## src/rtl/gci_framer.sv

```systemverilog
module gci_framer #(
  parameter int FRAME_CLKS = 512,
  parameter int SYNC_CLKS  = 16
) (
  input  logic       clk,
  input  logic       rst_n,
  input  logic       master,
  input  logic       fs_in,
  output logic       fs_out,
  output logic       fsb_out,
  input  logic       din,
  output logic       dout,
  input  logic [7:0] tx_b1,
  input  logic [7:0] tx_b2,
  input  logic [7:0] tx_mon,
  input  logic [1:0] tx_d,
  input  logic [3:0] tx_ci,
  input  logic       tx_a,
  input  logic       tx_e,
  output logic [7:0] rx_b1,
  output logic [7:0] rx_b2,
  output logic [7:0] rx_mon,
  output logic [1:0] rx_d,
  output logic       rx_a,
  output logic       rx_e,
  output logic       frame_done,
  output logic [3:0] ci_cmd,
  output logic       ci_chg
);
  localparam int PW = $clog2(FRAME_CLKS);
  localparam logic [PW-1:0] LAST   = PW'(FRAME_CLKS - 1);
  localparam logic [PW-1:0] WIN    = PW'(64);
  localparam logic [PW-1:0] SIGLO  = PW'(48);
  localparam logic [PW-1:0] SYNCW  = PW'(SYNC_CLKS);
  localparam logic [PW-1:0] RXLAST = PW'(63);

  logic [PW-1:0] pos, pos_nx;
  logic          fs_q;
  logic [31:0]   tx_sh, rx_sh;
  logic [3:0]    ci_prev;
  logic          prev_vld;

  wire        rise   = fs_in & ~fs_q;
  wire        start  = master ? (pos == LAST) : (rise | pos == LAST);
  wire        active = pos < WIN;
  wire [4:0]  bidx   = pos[5:1];
  wire        rx_smp = active & pos[0];
  wire        rx_end = pos == RXLAST;
  wire [31:0] word   = {rx_sh[30:0], din};
  wire [3:0]  ci_new = word[5:2];

  assign pos_nx  = start ? '0 : pos + 1'b1;
  assign dout    = active ? tx_sh[~bidx] : 1'b1;
  assign fs_out  = master & (pos < SYNCW);
  assign fsb_out = master & (pos >= SIGLO) & active;

  always_ff @(posedge clk) begin
    if (!rst_n) begin
      pos        <= '0;
      fs_q       <= 1'b0;
      tx_sh      <= '1;
      rx_sh      <= '0;
      rx_b1      <= '0;
      rx_b2      <= '0;
      rx_mon     <= '0;
      rx_d       <= '0;
      rx_a       <= 1'b0;
      rx_e       <= 1'b0;
      frame_done <= 1'b0;
      ci_cmd     <= '0;
      ci_chg     <= 1'b0;
      ci_prev    <= '0;
      prev_vld   <= 1'b0;
    end else begin
      pos        <= pos_nx;
      fs_q       <= fs_in;
      frame_done <= 1'b0;
      ci_chg     <= 1'b0;
      if (start)
        tx_sh <= {tx_b1, tx_b2, tx_mon, tx_d, tx_ci, tx_a, tx_e};
      if (rx_smp)
        rx_sh <= word;
      if (rx_smp && rx_end) begin
        rx_b1      <= word[31:24];
        rx_b2      <= word[23:16];
        rx_mon     <= word[15:8];
        rx_d       <= word[7:6];
        rx_a       <= word[1];
        rx_e       <= word[0];
        frame_done <= 1'b1;
        ci_prev    <= ci_new;
        prev_vld   <= 1'b1;
        if (prev_vld && ci_new == ci_prev && ci_new != ci_cmd) begin
          ci_cmd <= ci_new;
          ci_chg <= 1'b1;
        end
      end
    end
  end
endmodule


```

## config.mk

```make
export PLATFORM = sky130hd
export DESIGN_NAME = gci_framer
export DESIGN_NICKNAME = d
export VERILOG_FILES = /design/src/rtl/gci_framer.sv
export SDC_FILE = /design/constraint.sdc
export NUM_CORES = 1
export LEC_CHECK = 0
export BUFFER_PORTS_ARGS = -buffer_cell sky130_fd_sc_hd__clkbuf_2
export CAP_MARGIN = 20
export CORE_MARGIN = 5
export CORE_UTILIZATION = 60
export DETAILED_ROUTE_END_ITERATION = 7
export MAX_ROUTING_LAYER = met4
export PLACE_DENSITY = 0.84
export SYNTH_ARGS = -nofsm -noshare
export SYNTH_HDL_FRONTEND = slang
export SYNTH_SLANG_ARGS = --single-unit
export TNS_END_PERCENT = 5
```

## constraint.sdc

```tcl
create_clock -name clk -period 5.2 [get_ports clk]
set_input_delay 1.3 -clock clk [delete_from_list [all_inputs] [get_ports clk]]
set_output_delay 1.3 -clock clk [all_outputs]
set_load 0.005 [all_outputs]
```

# Yosys cells after proc, flatten, opt, wreduce, memory -nomap -nowiden

Cells that the tools add are included.

Memories: 0
Bits in registers: 112
Logic and storage cells: 45
Output and inout port bits: 37
Memory bits (read-only): 0
Input bits: 37
Bits in latches: 0
Bits in writable memories: 0

Shift operators: 0
Reductions and logical operators: 6
Div/mod/pow operators: 0
Muxes and demuxes: 6
$mul: 0
$add $sub $neg: 1
Magnitude comparators: 4
Equality and inequality tests: 4
Bitwise gates (word level): 9

Operators by type and width:

| cell                  | number |
|---|---|
| $add A9 B1 Y9 const B | 1 |
| $eq A9 B6 Y1 const B  | 1 |
| $eq A9 B9 Y1 const B  | 1 |
| $ge A9 B6 Y1 const B  | 1 |
| $lt A9 B5 Y1 const B  | 1 |
| $lt A9 B7 Y1 const B  | 1 |
| $lt A5 B6 Y1 const B  | 1 |
| $and A1 B1 Y1         | 5 |
| $bmux W1 S5           | 1 |
| $mux W1               | 5 |
| $not A5 Y5            | 1 |
| $eq A4 B4 Y1          | 1 |
| $ne A4 B4 Y1          | 1 |
| $reduce_and A2 Y1     | 2 |
| $logic_and A1 B1 Y1   | 3 |
| $not A1 Y1            | 2 |
| $reduce_or A2 Y1      | 1 |
| $or A1 B1 Y1          | 1 |

# Logic depth before layout (Yosys ltp)

Word-level depth: 5
Mapped depth: 10

# Least setup slack after synthesis

OpenSTA, ideal clock, no wires.

Path kind: input -> output
Start point: input master
End point: output fs_out
Data required time: 3.900 ns
Data arrival time: 1.515 ns
Path slack: 2.385 ns
Cell stages on the path: 2
Path buffers: 0
Cells stage by stage: nand2_1 -> nor3_1

Word-level cells in the longest chain between the ends: 1

Ends and longest elaborated chain:

| element            | line | text |
|---|---|---|
| start: declaration | 7    | `input logic master,` |
| $and A1 B1 Y1      | 54   | `assign fs_out = master & (pos < SYNCW);` |
| end: declaration   | 9    | `output logic fs_out,` |

Every way passes these cells.

# Worst setup path in the final report

Start point: register pos[1]
End point: output dout

Word-level cells in the longest chain between the ends: 4
Elaborated cells on any way between the ends: 5
Classes of those cells: order compare: 1; mux: 3; bitwise: 1

Ends and longest elaborated chain:

| element                       | line | text |
|---|---|---|
| start: declaration            | 37   | `logic [PW-1:0] pos, pos_nx;` |
| start signal: assignment      | 75   | `pos <= pos_nx;` |
| $not A5 Y5                    | 53   | `assign dout = active ? tx_sh[~bidx] : 1'b1;` |
| $bmux W1 S5                   | 53   |  |
| $mux W1 (implied by the code) | 53   |  |
| $mux W1 *                     | 53   |  |
| end: declaration              | 12   | `output logic dout,` |

Every way passes the cells marked *; elsewhere a longest branch is shown, timed or not. The select of a mux whose other input is x is not followed.

==> impl_metrics.py <==
metrics = {
    "yosys": {
        "synth-simple-area-share_pct": 26.1,
        "ys_ff_latch": 112,
        "synth_top_family_by_area": "simple AND/OR/NAND/NOR gates",
        "synth_cells": 533,
        "ys_types": 36,
        "yosysSeqAreaShare_pct": 50.2,
        "ys.flop_type": "dfxtp_1",
        "yosys.area.top_type": "dfxtp_1",
        "synth_compound_area_share_pct": 12.4,
        "synthAdderAreaFrac_pct": 0.561,
        "synthDominantCellAreaShare_pct": 50.2,
        "synth_area_leaders": "dfxtp_1 50%, nand2_1 17%, a21boi_0 6.2%, a21boi_1 4.4%, nand3_1 4.1%",
        "synth_edf_count": 0,
        "synth_mux_area_share_pct": 4.91,
        "yosys_warnings": 0,
        "postSynthAreaPerCell_um2": 8.37,
        "ys_async_sr_fraction_pct": 0,
        "synth-xor-area-share_pct": 2.16,
        "syn-num-nets": 572,
        "synth_area_um2": 4460,
    },
    "routing": {
        "drt_pre_antenna_iters": 7,
        "detail_route.wl_per_cell_um": 13.1,
        "drt_iter0_drc": 128,
        "via_count": 3619,
        "ant_nets": 0,
        "drt-total-wl_mm": 9.01,
        "drc_errors": 0,
        "vias_per_cell": 5.27,
    },
    "power_and_ir_drop": {
        "ir_drop_mv": 0.172,
        "p_per_area_nw_per_um2": 299,
        "p_leak_uw": 0.00208,
        "p_total_uw": 1520,
    },
    "worst_setup_path": {
        "critical_path_class": "reg2out",
        "path_cells": "mux4_2 > mux2_2 > nand3b_1 > nand4_1 > clkbuf_2",
        "cp_top_family": "multiplexers",
        "arrival_ps": 2430,
        "critPathBufInv": 1,
        "rrSetupSlack_ps": 2340,
        "ff2ff_path_depth": 5,
        "r2r-end": "ci_cmd[2]$_SDFFE_PN0P_",
        "startpoint": "pos[1]$_SDFF_PP0_",
        "start_kind": "flip-flop",
        "rr_startpoint": "pos[6]$_SDFF_PP0_",
        "max_stage_delay_ps": 850,
        "cp.required_ps": 3900,
        "cpMaxStageDelayCell": "dfxtp_1",
        "critPathMaxFanout": 16,
        "setup.worst_path.end_class": "output pin",
    },
    "placed_design": {
        "pre_cts_slack_ps": 1880,
        "placedInstanceArea_um2": 4830,
        "dp_hpwl_mm": 6.13,
        "portBuffers": 73,
        "gp_congestion": 0.824,
    },
    "cts": {
        "numCtsBuffers": 9,
        "ctsRootBufferMaster": "clkbuf_8",
        "cts_tree": "done",
        "ctsLongestPathBuffers": 2,
        "clk_pin_slew_ps": 110,
        "ctsHtreeMaxLevel": 3,
        "cts.sinks": 112,
        "post_cts_resized": 0,
        "postCtsSetupRepairBufs": 0,
        "cts_hold_buf": 0,
        "clock_latency_ps": 360,
    },
    "min_path": {
        "worstHoldStart": "rx_mon[0]$_SDFFE_PN0P_",
        "hold_end": "rx_mon[0]$_SDFFE_PN0P_",
        "worstHoldPathType": "reg2reg",
        "min_path_cells": 2,
    },
    "grt": {
        "grt_pass1_vias": 3422,
        "grt_max_degree": 57,
        "grt_usage_pct": 20.9,
        "grt_pass1_wl_mm": 15.0,
        "grt_overflow": 0,
        "antenna_found_initial": 0,
    },
    "timing": {
        "fin_crit_sh_pct": 71.8,
        "fin_tns_setup_ps": 0,
        "setup-violations-final": 0,
        "fmax_mhz": 268,
        "setup_slack_ps": 1470,
        "finalMaxSlewViolations": 0,
        "rsz0062_at_grt": "false",
        "finalCriticalPeriod_ps": 3730,
        "slew_headroom_pct": 27.0,
        "hold_viol_final": 0,
        "fin_skew_ps": 9.96,
        "tightestPinTransition_ps": 1100,
    },
    "status": {
        "run_status": "complete, no violations",
    },
    "die": {
        "rows": 31,
        "dieHeight_um": 96.2,
        "initial_core_util_pct": 61.5,
        "core_um2": 7250,
        "die_area_um2": 9260,
        "dieWidth_um": 96.2,
        "io_pins": 74,
    },
    "layout": {
        "final_cell_mix": "197 x nand2_1, 112 x dfxtp_1, 73 x clkbuf_2, 37 x nand3_1, 37 x a21boi_0",
        "final_util_pct": 69.8,
        "syn_to_final_growth_pct": 13.5,
        "mostFrequentLayoutCell": "nand2_1",
        "drive_gt1_share_pct": 17.2,
        "fin_nets": 622,
        "antenna_cells": 0,
        "final_area_um2": 5060,
    },
    "run": {
        "max_cap_viol_count": 0,
    },
}
==> worst min-delay path: stages (launching register included) <==
cell and delay [ps]:
dfxtp_1 320, nand2_1 50, a21boi_1 50
==> synth_stat cells (all sizes together) (2+ instances only) <==
library cell,count
nand2,197
dfxtp,112
a21boi,63
nand3,37
clkbuf,35
mux2i,14
nor2,14
xor2,7
nor2b,6
and3,4
buf,4
nand4,4
xnor2,4
and2,3
inv,3
mux4,3
nand2b,3
nor3,3
a21oi,2
ha,2
==> logic make-up (layout without fill, tap and decap cells) <==
group / Yosys count / count (layout)
AND/OR/NAND/NOR: 275 / 275
multiplexers: 18 / 18
XOR/XNOR: 11 / 11
AO/OA/AOI/OAI: 73 / 73
flip-flops: 112 / 112
buffers and inverters: 42 / 97
adder cells (fa/ha/maj): 2 / 2
==> metrics by stage <==
step                cells  hold slack [ps]
floorplan             533              431
CTS                   686              462
global placement      670              441
global route          687              481
detailed placement    670              446
finish                687              458
==> layout make-up <==
type                            instances  area [um2]
Multi-Input combinational cell        379        2060
Clock inverter                          6        75.1
Tap cell                               99         124
Inverter                                3        11.3
Sequential cell                       112        2240
Fill cell                             584        2190
Timing Repair Buffer                   78         423
Clock buffer                           10         128
==> sequential cells by signal, indices dropped and copies added, names as in the netlist, 2 cells and up <==
name     cells
rx_sh       31
ci_cmd       4
rx_b1        8
tx_sh       32
pos          9
rx_d         2
rx_b2        8
ci_prev      4
rx_mon       8
==> power by group <==
part	leakage (uW)	internal [uW]	switching (uW)
clock	0.000105	232	294
sequential	0.000909	876	17.1
combinational	0.00106	44.2	52.6
==> worst max-delay path by stage <==
stage          cells past startpoint     end  slack (ps)
2_1_floorplan                      2  fs_out        2380
5_1_grt                            5    dout        1340
3_5_place_dp                       5    dout        1880
3_3_place_gp                       5    dout        1930
6_report                           5    dout        1470
4_1_cts                            5    dout        1450
==> metal layers <==
layer | vias up | track usage [%] | routed length [um]
li1 | 1843 | - | -
met1 | 1689 | 24.3 | 3890
met2 | 77 | 36.0 | 4590
met3 | 10 | 3.36 | 426
met4 | 0 | 8.29 | 107
met5 | - | - | 0
Power figures use the tool's default switching activity.
